==> src/rtl/fp_reg_stack.sv <==
module fp_reg_stack #(
  parameter int DW    = 80,
  parameter int DEPTH = 8,
  localparam int PW   = $clog2(DEPTH)
) (
  input  logic             clk,
  input  logic             rst_n,
  input  logic             push_en,
  input  logic [DW-1:0]    push_val,
  input  logic [1:0]       pop_cnt,
  input  logic [PW-1:0]    sel_i,
  output logic [PW-1:0]    top_o,
  output logic [DEPTH-1:0] tag_o,
  output logic [DW-1:0]    st0_val,
  output logic             st0_empty,
  output logic [DW-1:0]    sti_val,
  output logic             sti_empty,
  output logic             push_ovf
);

  logic [DW-1:0]    regs [DEPTH];
  logic [PW-1:0]    top;
  logic [DEPTH-1:0] tags;

  logic [PW-1:0] top_dn, top_up1, top_up2, phys_i;
  assign top_dn  = top - PW'(1);
  assign top_up1 = top + PW'(1);
  assign top_up2 = top + PW'(2);
  assign phys_i  = top + sel_i;

  assign top_o     = top;
  assign tag_o     = tags;
  assign st0_val   = regs[top];
  assign st0_empty = ~tags[top];
  assign sti_val   = regs[phys_i];
  assign sti_empty = ~tags[phys_i];
  assign push_ovf  = push_en & tags[top_dn];

  always_ff @(posedge clk) begin
    if (push_en) regs[top_dn] <= push_val;
  end

  always_ff @(posedge clk) begin
    if (!rst_n) begin
      top  <= '0;
      tags <= '0;
    end else if (push_en) begin
      tags[top_dn] <= 1'b1;
      top          <= top_dn;
    end else if (pop_cnt[1]) begin
      tags[top]     <= 1'b0;
      tags[top_up1] <= 1'b0;
      top           <= top_up2;
    end else if (pop_cnt[0]) begin
      tags[top] <= 1'b0;
      top       <= top_up1;
    end
  end

endmodule

==> config.mk <==
export PLATFORM = sky130hd
export DESIGN_NAME = fp_reg_stack
export DESIGN_NICKNAME = d
export VERILOG_FILES = /design/src/rtl/fp_reg_stack.sv
export SDC_FILE = /design/constraint.sdc
export NUM_CORES = 1
export LEC_CHECK = 0
export ABC_AREA = 0
export BUFFER_PORTS_ARGS = -buffer_cell sky130_fd_sc_hd__buf_2
export CORE_ASPECT_RATIO = 1.2
export CORE_MARGIN = 3
export CORE_UTILIZATION = 50
export DETAILED_ROUTE_END_ITERATION = 7
export PLACE_DENSITY_LB_ADDON = 0.25
export SETUP_SLACK_MARGIN = 0.2
export SLEW_MARGIN = 20
export SYNTH_ARGS = -nofsm -noshare
export SYNTH_HDL_FRONTEND = slang
export SYNTH_SLANG_ARGS = --single-unit
==> constraint.sdc <==
create_clock -name clk -period 11.4 [get_ports clk]
set_clock_uncertainty 0.2 [all_clocks]
set_input_delay 1.14 -clock clk [delete_from_list [all_inputs] [get_ports clk]]
set_output_delay 1.14 -clock clk [all_outputs]
set_load 0.03 [all_outputs]
==> flow_summary.ini, run 1 <==
[global_routing]
grt.overflow.total = 0
antenna_found_initial = 5
grt_pass1_wl_um = 104000
grt_use_total_pct = 22.2
grt_start_max_net_pins = 63
grt_pass1_vias = 16400

[sta]
rsz0062_at_grt = no
worstMarginPinSlew_ps = 968
finalSetupTns_ps = 0
period_minus_slack_ps = 5930
slew_headroom_pct = 35.5
setup_viol_count_final = 0
hold_ws_ps = 435
slew_viol_final = 0
hold_viol_final = 0
worst_slack_ps = 5470
timing.final.crit_share_pct = 52.0
fmax_ghz = 0.169

[yosys]
synth-edff-count = 640
ys_seq_area_share_pct = 65.4
syn_inst = 1323
yosys-top-cells-area = edfxtp_1 64%, mux4_2 25%, mux2_2 6.1%, dfxtp_1 0.94%, buf_6 0.76%
synth.distinct_cells = 37
yosysMostFrequentCell = edfxtp_1
yosysTopAreaCellShare_pct = 64.4
netlist_area_um2 = 29800
synthesis.nets = 1419
yosysWarningCount = 0
synth_seq_cells = 654
netlist_top_cells_count = 640 x edfxtp_1, 325 x mux4_2, 161 x mux2_2, 41 x buf_2, 28 x clkbuf_1
ys_async_sr_fraction_pct = 0
postSynth.topFlopCell = edfxtp_1
yosysTopAreaCell = edfxtp_1
postSynthAreaPerCell_um2 = 22.5

[routing]
wl_met2_um = 36000
highest_layer = met5
wire_per_inst_um = 28.4
wl_met1_um = 27200
drt_pass1_iterations = 5
vias = 15400
viasPerCell = 6.34
drt_iter0_drc = 1345
drc_errors = 0
wirelength_um = 69000
route.met3.wl_um = 4530
antenna_left = 0

[pwr]
comb_power_share_pct = 23.3
vdd_drop_max_mv = 0.138
p_seq_share_pct = 43.7
p_leak_uw = 0.0110
p_sw_uw = 1860
powerDensity_nw_per_um2 = 193
power.internal_uw = 4710
swShare_pct = 28.3
clkPwrFrac_pct = 33.0

[clock_tree]
clock-sinks = 654
cts.path.max_buffers = 3
post_cts_buffers = 0
clk_pin_slew_ps = 60
ctsResizeCount = 0
cts-root-buf = clkbuf_16
ctsHtreeMaxLevel = 3
holdBufCountCts = 0
clk_latency_ps = 580
numCtsBuffers = 66
cts_tree = built

[worst_setup_path]
cp.arrival_ps = 4590
critPathMaxFanout = 62
crit_path_start_kind = flop
critical_path_class = reg2out
cp-end-kind = output pin
timing.critical_path.required_ps = 10060

[floorplan]
die_h_um = 274
core_um2 = 58700
io_pins = 262
start_util_pct = 50.8
die-area_um2 = 62600
fp-row-count = 97
die_x_um = 229

[outcome]
outcome = finished, final reports clean

[placed_design]
place.gp.congestion = 0.762
port_buffers = 261
hpwl_um = 39600
post-place-ws_ps = 5370
dpl_cell_area_um2 = 31900

[cells_and_area]
fillers = 4356
nets = 1685
final_layout_size_suffix_gt1_share_pct = 54.4
final_area_um2 = 34100
syn_to_final_growth_pct = 14.3
final_util_pct = 58.0

[min_path]
holdCritPathClass = reg2reg

[job]
drv_cap = 0
==> flip-flops by register name, summed over array words and instances, names as in the netlist, named ones only <==
| register | cells |
|---|---|
| top_o | 3 |
| tag_o | 8 |
| regs | 640 |
==> through the flow <==
step                      total power [uW]  std cells
after CTS                             6640       2430
after global placement                4450       2313
after floorplan                       4030       1323
after global routing                  6820       2430
final                                 6570       2431
after detailed placement              4470       2313
==> power by group through the flow <==
stage	combinational [uW]	sequential (uW)	clock (uW)
floorplan	1130	2900	0
global placement	1540	2910	0
detailed placement	1550	2920	0
CTS	1550	2870	2210
global route	1620	2880	2320
finish	1530	2870	2160
==> area by class of cell <==
cell class              instances  area, um^2  share of cell area [%]
clock buffers                  78        1760                    5.17
flip-flops and latches        654       19500                    57.2
diodes                          1        2.50                 0.00734
well taps                     792         991                    2.91
repair buffers                295        1560                    4.58
multi-input cells             564        9810                    28.8
clock inverters                39         419                    1.23
inverters                       8        30.0                  0.0881
==> critical path: stages, from the launching register on <==
cell and delay, ps:
dfxtp_1 540, inv_1 220, fa_4 1410, buf_4 830
mux4_2 420, mux2_2 280, buf_2 180
==> path summary, 6_finish.rpt <==
| check | to | from | depth (start not counted) | slack [ps] |
|---|---|---|---|---|
| worst max register to register | regs[5][75]$_DFFE_PP_ | top_o[1]$_SDFFE_PN0N_ | 6 | 7790 |
| worst min-delay path | tag_o[6]$_SDFFE_PN0N_ | tag_o[6]$_SDFFE_PN0N_ | 1 | 430 |
| worst max-delay path | sti_val[32] | top_o[1]$_SDFFE_PN0N_ | 6 | 5470 |
| worst min register to register | tag_o[6]$_SDFFE_PN0N_ | tag_o[6]$_SDFFE_PN0N_ | 1 | 430 |
==> routing by layer <==
| layer | vias to the layer above | global-route usage [%] |
|---|---|---|
| met3 | 83 | 4.28 |
| met1 | 8385 | 29.5 |
| met2 | 606 | 37.9 |
| met5 | - | 0 |
| met4 | 6 | 6.10 |
| li1 | 6341 | - |
==> layout by cell type, fill, tap and decap left out, drive strengths merged, types with 2 or more instances in the layout <==
cell      count
dfxtp        14
nor2          2
nand2b        5
o31a          5
clkinv       26
clkbuf       78
o221a         7
xnor2         4
inv          10
a211oi        2
clkinvlp      2
bufinv        9
o31ai         2
a31oi         4
mux4        325
mux2        162
xor2          2
edfxtp      640
ha            7
mux2i         3
nor2b         5
nor3         10
buf         295
nand3         2
nand2         8
==> kinds of logic (layout without fill, tap and decap cells) <==
logic type      count (synthesis)  after routing  synth area share (%)
xor+xnor                        6              6                 0.201
simple gates                   35             35                 0.612
other cells                     0              1                     0
buf+inv                       105            420                  2.00
mux                           490            490                  30.8
flops                         654            654                  65.4
fa+ha+maj                       8              8                 0.361
compound gates                 25             25                 0.709
No activity file was read; power rests on OpenSTA's default activity.
==> inputs of run 2 (changes only) <==
- clock period: 11.4 -> 5.96 ns (I/O delays scaled with it)
==> run 2 against run 1 <==
  * Total power is 87% higher
  * Core utilization is 0.28 points higher
  * Global-route usage is 0.12 points lower
  * Combinational power is 95% higher
  * Routed wire length is 0.47% lower
  * First-iteration DRC count is 13% lower
  * Die area stayed put
  * Critical endpoint is now sti_val[36]
==> flow_summary.ini, run 2 (synthesized netlist as in run 1, its figures left out) <==
[clock_tree]
clk_pin_slew_ps = 60
clk_latency_ps = 620
cts.path.max_buffers = 3
ctsResizeCount = 0
post_cts_buffers = 0
cts_tree = built
ctsHtreeMaxLevel = 2
numCtsBuffers = 61
clock-sinks = 654
cts-root-buf = clkbuf_16

[pwr]
p_leak_uw = 0.0111
total_power_uw = 12300
vdd_drop_max_mv = 0.250
powerDensity_nw_per_um2 = 358

[floorplan]
die-area_um2 = 62600
die_h_um = 274
core_um2 = 58700
start_util_pct = 50.8
die_x_um = 229
fp-row-count = 97
io_pins = 262

[routing]
viasPerCell = 6.29
drt_pass1_iterations = 5
antenna_left = 0
wirelength_um = 68700
drt_iter0_drc = 1173
drc_errors = 0
wire_per_inst_um = 28.1
vias = 15400

[sta]
setup_viol_count_final = 0
rsz0062_at_grt = no
timing.final.crit_share_pct = 84.9
worstMarginPinSlew_ps = 940
slew_headroom_pct = 37.3
period_minus_slack_ps = 5060
hold_viol_final = 0
slew_viol_final = 0
hold_ws_ps = 36.4
fmax_ghz = 0.198

[worst_setup_path]
crit_path_start_kind = flop
critPathMaxFanout = 64
reg2reg_depth = 5
cp_slowest_cell = fa_4
cp-end-kind = output pin
path_cells = ha_4 -> inv_1 -> fa_4 -> buf_12 -> mux4_2 -> mux2_2 -> buf_2
regToRegStartpoint = top_o[0]$_SDFFE_PN0N_
r2r_slack_ps = 2320
cp-startpoint = top_o[0]$_SDFFE_PN0N_
cp.arrival_ps = 4270
r2r_end = regs[1][33]$_DFFE_PP_
critical_path_class = reg2out
max_stage_delay_ps = 1090
timing.critical_path.required_ps = 5160

[cells_and_area]
mostFrequentLayoutCells = 640 x edfxtp_1, 325 x mux4_2, 261 x buf_2
final_common_cell = edfxtp_1
final_layout_size_suffix_gt1_share_pct = 53.6
nets = 1700
largest_register_ffs = 640
syn_to_final_growth_pct = 14.8
fillers = 4293
largest-register = regs

[global_routing]
antenna_found_initial = 5
grt_pass1_vias = 16500
grt_pass1_wl_um = 103000
grt.overflow.total = 0
grt_use_total_pct = 22.0
grt_start_max_net_pins = 86

[placed_design]
port_buffers = 261
hpwl_um = 39800
place.gp.congestion = 0.759

[min_path]
min_path_cells = 1
hold_end = regs[3][16]$_DFFE_PP_
holdCritPathClass = in2reg
hp-start = push_val[16]

[outcome]
outcome = finished, final reports clean

[job]
drv_cap = 0
-- run 2: cell count changes in the layout (fill, tap and decap cells not counted), sizes merged --
cell	delta
buf	+1
diode	+3
dlygate4sd3	+19
clkinv	-4
clkinvlp	-1
bufinv	-3
clkbuf	+3
inv	-1
-- run 2: cell type report --
type                            count  area, um^2  share of cell area [%]
Antenna cell                        4        10.0                  0.0292
Multi-Input combinational cell    564        9810                    28.6
Clock buffer                       81        1650                    4.82
Timing Repair Buffer              315        1930                    5.65
Tap cell                          792         991                    2.89
Sequential cell                   654       19500                    57.0
Clock inverter                     30         314                   0.917
Inverter                            8        30.0                  0.0877
-- run 2: stage by stage --
step | std cells | util (%) | cell area, um^2 | TNS (ps) | setup WS, ps
floorplan | 1323 | - | 29800 | -1237570 | -2290
global placement | 2314 | 54.6 | 32100 | 0 | 1590
finish | 2448 | 58.3 | 34200 | 0 | 898
detailed placement | 2314 | 54.6 | 32100 | 0 | 1560
global route | 2445 | 58.3 | 34200 | 0 | 692
CTS | 2444 | 58.3 | 34200 | 0 | 878
-- run 2: per-layer routing --
metal  vias up  part of all wire, %  track usage (%)
met3        88                  6.7             4.48
met1      8311                   39             28.8
li1       6374                    -                -
met2       618                   53             38.6
met4         4                  1.8             5.00
met5         -                0.041                0
-- run 2: how the worst max path moves through the flow --
| stage | cells past startpoint | end |
|---|---|---|
| final | 7 | sti_val[36] |
| after global routing | 7 | sti_val[50] |
| after CTS | 7 | sti_val[36] |
| after detailed placement | 7 | sti_val[36] |
| after global placement | 8 | sti_val[3] |
| after floorplan | 7 | tag_o[0]$_SDFFE_PN0N_ |
-- run 2: critical path, delay by kind of cell (launching register included) --
| kind | cells | cell delay, ps |
|---|---|---|
| multiplexers | 2 | 680 |
| flip-flops | 1 | 940 |
| adder cells (fa/ha/maj) | 2 | 1310 |
| buffers and inverters | 3 | 610 |
-- run 2: where the power goes --
| group | switching [uW] | internal, uW |
|---|---|---|
| Combinational | 1770 | 1210 |
| Clock | 1600 | 2190 |
| Sequential | 150 | 5330 |
| Total | 3520 | 8730 |
-- run 2: repair_timing --
action	4_1_cts	5_1_grt
endpoints found under the setup margin	0	0
hold endpoints to repair	130	0
hold buffers	19	0
